**src/rtl/stereo_serial_rx.sv**
```systemverilog
module stereo_serial_rx #(
  parameter int MAX_W = 24,
  parameter int SLOT  = 32
) (
  input  logic             clk,
  input  logic             rst_n,
  input  logic [1:0]       fmt,
  input  logic [1:0]       wlen,
  input  logic             lr_inv,
  input  logic             bclk_inv,
  input  logic             sclk_in,
  input  logic             wsel_in,
  input  logic             sdata_in,
  output logic [MAX_W-1:0] left_out,
  output logic [MAX_W-1:0] right_out,
  output logic             valid_out
);
  localparam int CW = $clog2(2 * SLOT);
  localparam logic [CW:0] MW = (CW+1)'(MAX_W);
  localparam logic [CW:0] SL = (CW+1)'(SLOT);

  logic [2:0]       bsync;
  logic [1:0]       lsync, dsync;
  logic             lr_prev, cur_left, next_left;
  logic [CW-1:0]    cnt;
  logic [MAX_W-1:0] sh, left_hold;
  logic [CW:0]      w, start;

  wire tick   = (bsync[1] ^ bclk_inv) & ~(bsync[2] ^ bclk_inv);
  wire lr     = lsync[1] ^ lr_inv;
  wire d      = dsync[1];
  wire dsp    = (fmt == 2'b11);
  wire lr_edge = dsp ? (lr & ~lr_prev) : (lr ^ lr_prev);
  wire [CW-1:0] idx = lr_edge ? '0 : cnt;
  wire [CW:0]   pos = {1'b0, idx};
  wire in_win = (pos >= start) && (pos < start + w);
  wire last   = in_win && (pos == start + w - 1'b1);
  wire is_left = dsp ? cur_left : (lr ^ (fmt == 2'b00));
  wire [MAX_W-1:0] word = {sh[MAX_W-2:0], d} << (MW - w);

  always_comb begin
    case (wlen)
      2'b00:   w = MW;
      2'b01:   w = (CW+1)'(20);
      2'b10:   w = (CW+1)'(18);
      default: w = (CW+1)'(16);
    endcase
    case (fmt)
      2'b00:   start = (CW+1)'(1);
      2'b10:   start = SL - w;
      default: start = '0;
    endcase
  end

  always_ff @(posedge clk) begin
    if (!rst_n) begin
      bsync     <= '0;
      lsync     <= '0;
      dsync     <= '0;
      lr_prev   <= 1'b0;
      cnt       <= '1;
      sh        <= '0;
      cur_left  <= 1'b1;
      next_left <= 1'b1;
      left_hold <= '0;
      left_out  <= '0;
      right_out <= '0;
      valid_out <= 1'b0;
    end else begin
      bsync     <= {bsync[1:0], sclk_in};
      lsync     <= {lsync[0], wsel_in};
      dsync     <= {dsync[0], sdata_in};
      valid_out <= 1'b0;
      if (tick) begin
        lr_prev <= lr;
        cnt     <= (idx == '1) ? idx : idx + 1'b1;
        if (in_win) sh <= {sh[MAX_W-2:0], d};
        if (lr_edge && dsp) begin
          cur_left  <= next_left;
          next_left <= ~next_left;
        end
        if (last) begin
          if (is_left) left_hold <= word;
          else begin
            left_out  <= left_hold;
            right_out <= word;
            valid_out <= 1'b1;
          end
        end
      end
    end
  end
endmodule

```
**config.mk**
```make
export PLATFORM = sky130hd
export DESIGN_NAME = stereo_serial_rx
export DESIGN_NICKNAME = d
export VERILOG_FILES = /design/src/rtl/stereo_serial_rx.sv
export SDC_FILE = /design/constraint.sdc
export NUM_CORES = 1
export LEC_CHECK = 0
export BUFFER_PORTS_ARGS = -buffer_cell sky130_fd_sc_hd__buf_4
export CAP_MARGIN = 20
export CORE_MARGIN = 1
export CORE_UTILIZATION = 48
export DETAILED_ROUTE_END_ITERATION = 6
export PLACE_DENSITY_LB_ADDON = 0.25
export SYNTH_ARGS = -nofsm -noshare
export SYNTH_HDL_FRONTEND = slang
export SYNTH_SLANG_ARGS = --single-unit
```
**constraint.sdc**
```tcl
create_clock -name clk -period 6 [get_ports clk]
set_input_delay 0.3 -clock clk [delete_from_list [all_inputs] [get_ports clk]]
set_output_delay 0.3 -clock clk [all_outputs]
set_load 0.02 [all_outputs]
```
* Word level (Yosys, flattened, before mapping)
Index checks and enable logic that the tools add are counted.
** Operators by class
- Bitwise logic cells :: 11
- Eq/ne operators :: 6
- Reductions and logical operators :: 10
- Add/sub/neg operators :: 5
- Shifts and indexed selects :: 1
- Mux-type cells :: 7
- Magnitude comparators :: 2
** Operators by type and width (count)
- left shift 24 x 7 -> 24 bit :: 1
- case mux 7 bit (2 select lines) :: 1
- 2-to-1 mux 6 bit :: 2
- case mux 4 bit (3 select lines) :: 1
- AND reduction 3 bit :: 3
- adder 7 bit :: 1
- == test 6 x 7 -> 1 bit :: 1
- greater-or-equal comparator 6 x 7 -> 1 bit :: 1
- less-than comparator 6 x 7 -> 1 bit :: 1
- subtractor 5 x 7 -> 7 bit (first input constant) :: 1
- subtractor 6 x 7 -> 7 bit (first input constant) :: 1
- subtractor 7 x 1 -> 7 bit (second input constant) :: 1
- adder 6 x 1 -> 6 bit (second input constant) :: 1
- == test 2 bit (second input constant) :: 3
- == test 6 bit (second input constant) :: 1
- bitwise XOR 1 bit :: 5
- logical NOT 2 bit :: 2
- inverter 1 bit :: 4
- AND reduction 2 bit :: 2
- logical AND 1 bit :: 3
- 2-to-1 mux 1 bit :: 3
- bitwise AND 1 bit :: 2
- == test 2 x 1 -> 1 bit (second input constant) :: 1
** Storage, ports and cells
- Word-level logic and storage cells :: 54
- Output and inout port bits :: 49
- Input port bits :: 11
- Register bits :: 112

* Longest topological paths before layout
Gate-level depths: netlist (run 1).
- Depth in word-level cells :: 9
- Mapped depth :: 21
- Depth with buffers taken out :: 16

* Worst setup path before layout (run 1)
No wires, ideal clock.
- Path kind :: input to register
- From :: input port wlen[0]
- To :: register left_hold[18]
- Data required time :: 5928 ps
- Stages on the path :: 20
- Setup time :: 72 ps
- Path buffers :: 4
- Slack :: 1622 ps
- Arrival time :: 4306 ps
- Cells stage by stage :: inv_1 ha_1 clkbuf_1 buf_1 clkbuf_1 nand2_1 inv_1 ha_1 fa_1 xnor2_1 xnor2_1 inv_1 ha_1 nand2_1 a21oi_1 o21ai_0 or4bb_1 nor4_4 buf_6 mux2i_1
** Between the ends
- Longest elaborated chain between the ends :: 9
- Elaborated cells between the ends (all ways) :: 16
- Classes of those cells :: add/sub: 4; order compare: 2; eq/ne: 3; shift: 1; mux: 2; reduce/logical: 4
** Ends and longest elaborated chain
- from (decl) :: RTL line 8 : input logic [1:0] wlen,
- == test 2 bit (tied with other cells) :: RTL line 42 : case (wlen)
- case mux 4 bit (3 select lines) (*) :: RTL line 42
- subtractor 6 x 7 -> 7 bit :: RTL line 50 : 2'b10: start = SL - w;
- case mux 7 bit (2 select lines) :: RTL line 48 : case (fmt)
- adder 7 bit :: RTL line 36, 37
- subtractor 7 x 1 -> 7 bit or less-than comparator 6 x 7 -> 1 bit (tied branches) :: RTL line 37, 36
- == test 6 x 7 -> 1 bit or logical AND 1 bit (tied branches) :: RTL line 37, 36
- logical AND 1 bit :: RTL line 37 : wire last = in_win && (pos == start + w - 1'b1);
- AND reduction 3 bit (no line)
- to (signal assigned) :: RTL line 83 : if (is_left) left_hold <= word;
- to (decl) :: RTL line 26 : logic [MAX_W-1:0] sh, left_hold;
Every way passes the cells marked *; elsewhere a longest branch is shown, timed or not.
A chain may end at the register's enable or synchronous reset.

* Final worst setup path (run 1)
- From :: input port fmt[1]
- To :: register right_out[21]
** Between the ends
- Longest elaborated chain between the ends :: 7
- Elaborated cells between the ends (all ways) :: 17
- Classes of those cells :: add/sub: 2; order compare: 2; eq/ne: 3; mux: 4; bitwise: 2; reduce/logical: 4
** Ends and longest elaborated chain
- from (decl) :: RTL line 7 : input logic [1:0] fmt,
- == test 2 bit (tied with other cells) :: RTL line 48
- case mux 7 bit (2 select lines) or 2-to-1 mux 1 bit (tied branches) :: RTL line 48, 33
- adder 7 bit or 2-to-1 mux 6 bit (tied branches) :: RTL line 36, 37, 34
- subtractor 7 x 1 -> 7 bit (tied with other cells) :: RTL line 37
- == test 6 x 7 -> 1 bit or logical AND 1 bit (tied branches) :: RTL line 37, 36
- logical AND 1 bit :: RTL line 37
- AND reduction 3 bit (no line) (*)
- to (signal assigned) :: RTL line 86 : right_out <= word;
- to (decl) :: RTL line 15 : output logic [MAX_W-1:0] right_out,
Marked as above.

==> run_results.csv, run 1 <==
group,metric,value,unit
outcome,status,"completed",
clock_network,cts_resized,0,
timing,hold_ws,0.158,ns
clock_network,clockRootBuffer,"clkbuf_16",
global_route,antenna_found_initial,0,
cells_and_area,diodes,0,
yosys,yosysWarnings,0,
timing,finalClockSkew,0.00856,ns
power_and_ir_drop,switching_share,0.250,
drt,drt_iter0_drc,345,
clock_network,cts_setup_buffers,0,
yosys,avgSynthCellArea,9.32,um^2
job,drv_cap,0,
power_and_ir_drop,leakagePower,2.60,nW
drt,drc,0,
clock_network,cts_made_buffers,9,
cells_and_area,fillerInstances,1030,
timing,drv_slew,0,
global_route,grt_use_total,0.205,
timing,max_freq,238,MHz
timing,rsz0062_at_grt,"no",
yosys,seq_area_frac_synth,0.395,
yosys,ys_ff_latch,112,
drt,vias,4330,
yosys,yosysMostFrequentCell,"mux2i_1",
clock_network,cts_tree,"yes",
cells_and_area,regArea,2240,um^2
global_route,grt_overflow_total,0,
clock_network,ctsHoldBuffers,0,
critical_path,cp-startpoint,"fmt[1]",
critical_path,crit_fanout,48,
global_route,grt_pass1_vias,4228,
clock_network,insertion_delay,0.35,ns
placed_design,io_buffer_count,59,
timing,period_minus_slack,4.19,ns
yosys,async_reset_ff_frac,0,
clock_network,clock_path_buffers,2,
yosys,netlist_area,5670,um^2
critical_path,critical_path_class,"in2reg",
yosys,yosys.area.top_type,"dfxtp_1",
drt,routedWlPerCell,14.9,um
die,die-area,12300,um^2
die,die_y,111,um
clock_network,cts_sinks,112,
die,rows,39,
yosys,synth-main-ff-cell,"dfxtp_1",
power_and_ir_drop,power_frac_clock,0.384,
yosys,yosys.area.top_type_share,0.395,
placed_design,dp_worst_setup_slack,1.52,ns
drt,first_pass_iters,4,
power_and_ir_drop,powerDensity,237,nW/um^2
timing,slew_headroom,0.469,
power_and_ir_drop,p_switching,381,uW
timing,fin_setup_tns,0,ns
drt,detail-route-antenna-nets,0,
placed_design,hpwl,8.50,mm
critical_path,critPathArrivalTime,4.47,ns
cells_and_area,multi_input_area,3190,um^2
cells_and_area,layout-drive-gt1-share,0.147,
critical_path,r2r_start,"lsync[1]",
timing,finalCritPeriodShare,0.699,
yosys,synth.distinct_cells,56,
timing,worst_pin_slew,0.796,ns
cells_and_area,final_cells,796,
placed_design,dp_cells,782,
timing,setup_violations,0,
clock_network,clk_pin_slew_worst_paths,0.07,ns
placed_design,gp_congestion,0.885,
yosys,synthesis.nets,642,
min_path,min-delay-start,"sdata_in",
critical_path,worstSetupEndpointType,"flip-flop",
power_and_ir_drop,seqPwrFrac,0.493,
clock_network,htree_levels,3,
die,io-pin-count,60,
die,start_util,0.495,
yosys,synth_area_leaders,"dfxtp_1 40%, mux2i_1 21%, nand2_1 7.7%, ha_1 4.6%, nor2b_1 3.2%",
power_and_ir_drop,intPower,1.14,mW
die,coreArea,11500,um^2
cells_and_area,fin_nets,683,
min_path,hold_class,"in2reg",
power_and_ir_drop,ir_drop,0.000144,V
timing,fin_ws,1.81,ns
critical_path,start_kind,"input port",
critical_path,crit_required,6.28,ns
yosys,synth_edf_count,0,
die,die_x,111,um
yosys,synthCells,609,
power_and_ir_drop,p_comb_frac,0.123,
cells_and_area,area_delta_synth_final,13.4,%
global_route,grt_pass1_wl,20.5,mm
timing,hold_viol_final,0,
drt,routed_wl,11.9,mm
yosys,synth_common_cells,"119 x mux2i_1, 117 x nand2_1, 112 x dfxtp_1",
drt,vias_per_cell,5.44,
global_route,grt_max_degree,86,
## kinds of logic after synthesis
logic type,after synthesis,share of synthesized area
AOI/OAI and AO/OA,75,0.0836
xor gates and xnor gates,6,0.0117
adders and majority gates,22,0.0498
buffers and inverters,49,0.0426
DFF,112,0.395
muxes,128,0.228
and+or+nand+nor,217,0.189
## sequential cells by signal (all words and copies together), names as in the netlist, 2 cells and up
signal and flops:
lsync 2, right_out 24, sh 23, left_hold 24
bsync 3, left_out 24, cnt 6, dsync 2
## final cells by class
type                       instances  share of cell area
inverter                          14             0.00817
multi-input combinational        448               0.496
timing repair buffer              65              0.0758
tap                              143              0.0278
clock inverter                     4             0.00856
sequential                       112               0.348
clock buffer                      10              0.0356
## cell usage in the layout, fill, tap and decap left out, types with 9 or more instances in the layout
master	netlist	layout
a21oi_1	14	14
and2_1	12	12
buf_4	3	65
clkbuf_16	0	9
dfxtp_1	112	112
ha_1	21	21
inv_1	12	12
mux2_2	9	9
mux2i_1	119	119
nand2_1	117	117
nand3_1	10	10
nor2_1	16	16
nor2b_1	29	29
o21ai_0	24	24
## path summary, 6_finish.rpt
kind | to | slack [ns] | cells past startpoint
worst max-delay path | right_out[21] | 1.81 | 13
worst min-delay path | dsync[0] | 0.16 | 2
worst max register to register | left_hold[14] | 2.19 | 12
worst min register to register | dsync[1] | 0.44 | 1
## through the flow
stage	total power [mW]	util	area [um^2]
6_report	1.52	0.561	6430
4_1_cts	1.54	0.561	6430
3_3_place_gp	0.951	0.536	6150
2_1_floorplan	0.914	-	5670
5_1_grt	1.59	0.561	6430
3_5_place_dp	0.953	0.536	6150
## power by group through the flow
stage          combinational (mW)  clock [mW]  sequential (mW)
2_1_floorplan               0.146           0            0.767
3_3_place_gp                0.182           0            0.769
3_5_place_dp                0.184           0            0.769
4_1_cts                     0.186       0.601            0.751
5_1_grt                     0.208       0.633            0.752
6_report                    0.187       0.585            0.752
## layer usage
| metal | track usage | wire length [um] | vias to the layer above |
|---|---|---|---|
| met1 | 0.261 | 5680 | 2025 |
| met2 | 0.336 | 5510 | 92 |
| met5 | 0 | 0 | - |
| met4 | 0.0942 | 303 | 0 |
| li1 | - | - | 2188 |
| met3 | 0.0405 | 387 | 25 |
## critical path, stage by stage
cell	delay, ns
buf_4	0.16
nor2b_1	0.58
nand2_1	0.16
inv_1	0.09
ha_1	0.16
fa_1	0.47
or2_1	0.28
o2111a_1	0.28
a2111oi_0	0.52
nor2_1	0.24
nor4_4	0.25
buf_4	0.65
mux2i_1	0.27
(Power assumes the default switching activity.)
==> run 2, diff against run 1 <==
ABC_AREA = 1   (was default)
clock period = 3.5 ns   (was 6 ns; I/O delays follow)
==> run 2 against run 1 <==
Area after synthesis is 4.1% higher. Global-route usage is 0.73 points higher. Core utilization rose by 0.39 points. Register-to-register slack worse by 1.9 ns. Non-clock buffer count rose by 11. First-iteration DRC count increased by 21%. Hold slack better by 0.016 ns. Die area up 4.0%. Routed wire length is 10% higher. Via count is 27% higher. Critical endpoint is now right_out[6]. Highest routed layer unchanged.
==> run_results.csv, run 2 <==
group,metric,value,unit
yosys,ys_ff_latch,112,
drt,drt_iter0_drc,417,
critical_path,path_buf_inv,5,
clock_network,cts_tree,"yes",
global_route,grt_max_degree,66,
timing,slew_headroom,0.425,
clock_network,clockRootBuffer,"clkbuf_16",
critical_path,crit_fanout,65,
global_route,grt_pass1_wl,21.7,mm
min_path,hold_class,"in2reg",
die,die_y,113,um
timing,finalClockSkew,0.0102,ns
clock_network,insertion_delay,0.36,ns
cells_and_area,layout-drive-gt1-share,0.114,
cells_and_area,largestRegisters,"left_hold: 24 flops, left_out: 24 flops, right_out: 24 flops",
drt,drc,0,
placed_design,hpwl,9.42,mm
cells_and_area,fin_nets,991,
drt,vias,5510,
die,start_util,0.492,
clock_network,cts_resized,0,
critical_path,crit_required,3.75,ns
timing,period_minus_slack,3.20,ns
yosys,yosysWarnings,0,
cells_and_area,diodes,0,
placed_design,io_buffer_count,59,
yosys,synth-main-ff-cell,"dfxtp_1",
critical_path,path_cells,"xnor2_1, inv_1, ha_1, inv_1, nand2_2, nand2_4, nor2_1, inv_1, ha_1, nand4_1, nand3b_1, nand3_1, nand2_1, inv_2, nand4_1, buf_12, nor2_1, nor2_1",
global_route,grt_use_total,0.213,
critical_path,slowest_stage,"dfxtp_1",
timing,max_freq,312,MHz
yosys,synth_area_leaders,"dfxtp_1 38%, nand2_1 15%, nor2_1 11%, inv_1 7.2%, o21ai_0 4.8%",
cells_and_area,layout_common_cells,"230 x nand2_1, 178 x nor2_1, 113 x inv_1",
power_and_ir_drop,leakagePower,3.40,nW
job,drv_cap,0,
timing,fin_ws,0.298,ns
global_route,antenna_found_initial,0,
critical_path,worstSetupEndpointType,"flip-flop",
drt,first_pass_iters,5,
clock_network,clk_pin_slew_worst_paths,0.08,ns
yosys,synth_common_cells,"230 x nand2_1, 178 x nor2_1, 113 x inv_1",
critical_path,path_depth,18,
drt,routed_wl,13.1,mm
cells_and_area,area_delta_synth_final,14.9,%
timing,hold_ws,0.173,ns
yosys,yosysMostFrequentCell,"nand2_1",
timing,drv_slew,0,
placed_design,gp_congestion,0.858,
timing,rsz0062_at_grt,"no",
drt,routedWlPerCell,11.8,um
power_and_ir_drop,finalPower,3.04,mW
cells_and_area,final_cells,1110,
yosys,synth.distinct_cells,34,
cells_and_area,final_common_cell,"nand2_1",
critical_path,critical_path_class,"reg2reg",
critical_path,slowest_delay,0.31,ns
timing,worst_pin_slew,0.862,ns
cells_and_area,design_area,6790,um^2
die,die-area,12800,um^2
clock_network,cts_made_buffers,9,
timing,finalCritPeriodShare,0.915,
outcome,status,"completed",
critical_path,worstRegToRegCells,18,
clock_network,clock_path_buffers,2,
clock_network,htree_levels,3,
die,coreArea,12000,um^2
die,io-pin-count,60,
clock_network,cts_setup_buffers,0,
die,die_x,113,um
yosys,seq_area_frac_synth,0.380,
yosys,synthesis.nets,952,
timing,fin_setup_tns,0,ns
critical_path,start_kind,"flip-flop",
min_path,hold_depth,3,
critical_path,critPathTopFamily,"simple AND/OR/NAND/NOR gates",
yosys,async_reset_ff_frac,0,
placed_design,dp_worst_setup_slack,0.0689,ns
timing,setup_violations,0,
power_and_ir_drop,powerDensity,447,nW/um^2
yosys,yosys.area.top_type,"dfxtp_1",
yosys,synthCells,919,
yosys,avgSynthCellArea,6.43,um^2
die,rows,40,
global_route,grt_pass1_vias,4764,
placed_design,dp_cells,1091,
clock_network,cts_sinks,112,
drt,vias_per_cell,4.96,
critical_path,critPathArrivalTime,3.45,ns
placed_design,place_area,6450,um^2
yosys,yosys.area.top_type_share,0.380,
drt,detail-route-antenna-nets,0,
global_route,grt_overflow_total,0,
timing,hold_viol_final,0,
cells_and_area,final_util,0.565,
power_and_ir_drop,ir_drop,0.000236,V
yosys,synth_edf_count,0,
yosys,netlist_area,5910,um^2
-- run 2: cell types whose count changed after synthesis, sizes merged, moves of 9 or more --
cell	change
a21oi	+20
and2	-12
buf	+9
inv	+108
mux2	-9
mux2i	-116
nand2	+115
nand3	+24
nand4	+34
nor2	+167
nor2b	-29
o21ai	+34
o22ai	+13
-- run 2: routing by layer --
metal / global-route usage / share of wire
met5: 0 / 0
met3: 0.0354 / 0.029
met2: 0.349 / 0.46
met4: 0.0851 / 0.023
met1: 0.279 / 0.49
-- run 2: worst min-delay path: cells and delay by family --
family          cells  cell delay, ns
compound gates      1            0.14
xor+xnor            1            0.10
buf+inv             1            0.08
-- run 2: kinds of logic (layout without fill, tap and decap cells) --
group / count (synthesis) / count (layout) / synth area share
simple gates: 492 / 492 / 0.345
mux: 3 / 3 / 0.00508
fa+ha+maj: 22 / 22 / 0.0479
flops: 112 / 112 / 0.380
buf+inv: 171 / 215 / 0.112
xor+xnor: 2 / 2 / 0.00297
compound gates: 117 / 117 / 0.107
-- run 2: final timing paths --
kind	to	slack, ns	from
worst max-delay path	right_out[6]	0.30	lsync[1]
worst min-delay path	lr_prev	0.17	lr_inv
worst max register to register	right_out[6]	0.30	lsync[1]
worst min register to register	dsync[1]	0.41	dsync[0]
-- run 2: timing repair --
action,4_1_cts,5_1_grt
setup endpoints to repair,0,0
endpoints found under the hold margin,3,0
hold buffers,3,0
-- run 2: power by group --
group,leakage [nW],internal (mW),switching [mW],total [mW]
combinational,2.35,0.205,0.432,0.637
clock,0.150,0.578,0.475,1.05
sequential,0.907,1.32,0.0268,1.35
-- run 2: final cells by class --
class | count | area [um^2]
fillers | 1226 | 5220
clock buffers | 10 | 239
flip-flops and latches | 112 | 2240
well taps | 147 | 184
clock inverters | 6 | 67.6
repair buffers | 76 | 591
multi-input cells | 636 | 3000
inverters | 123 | 462
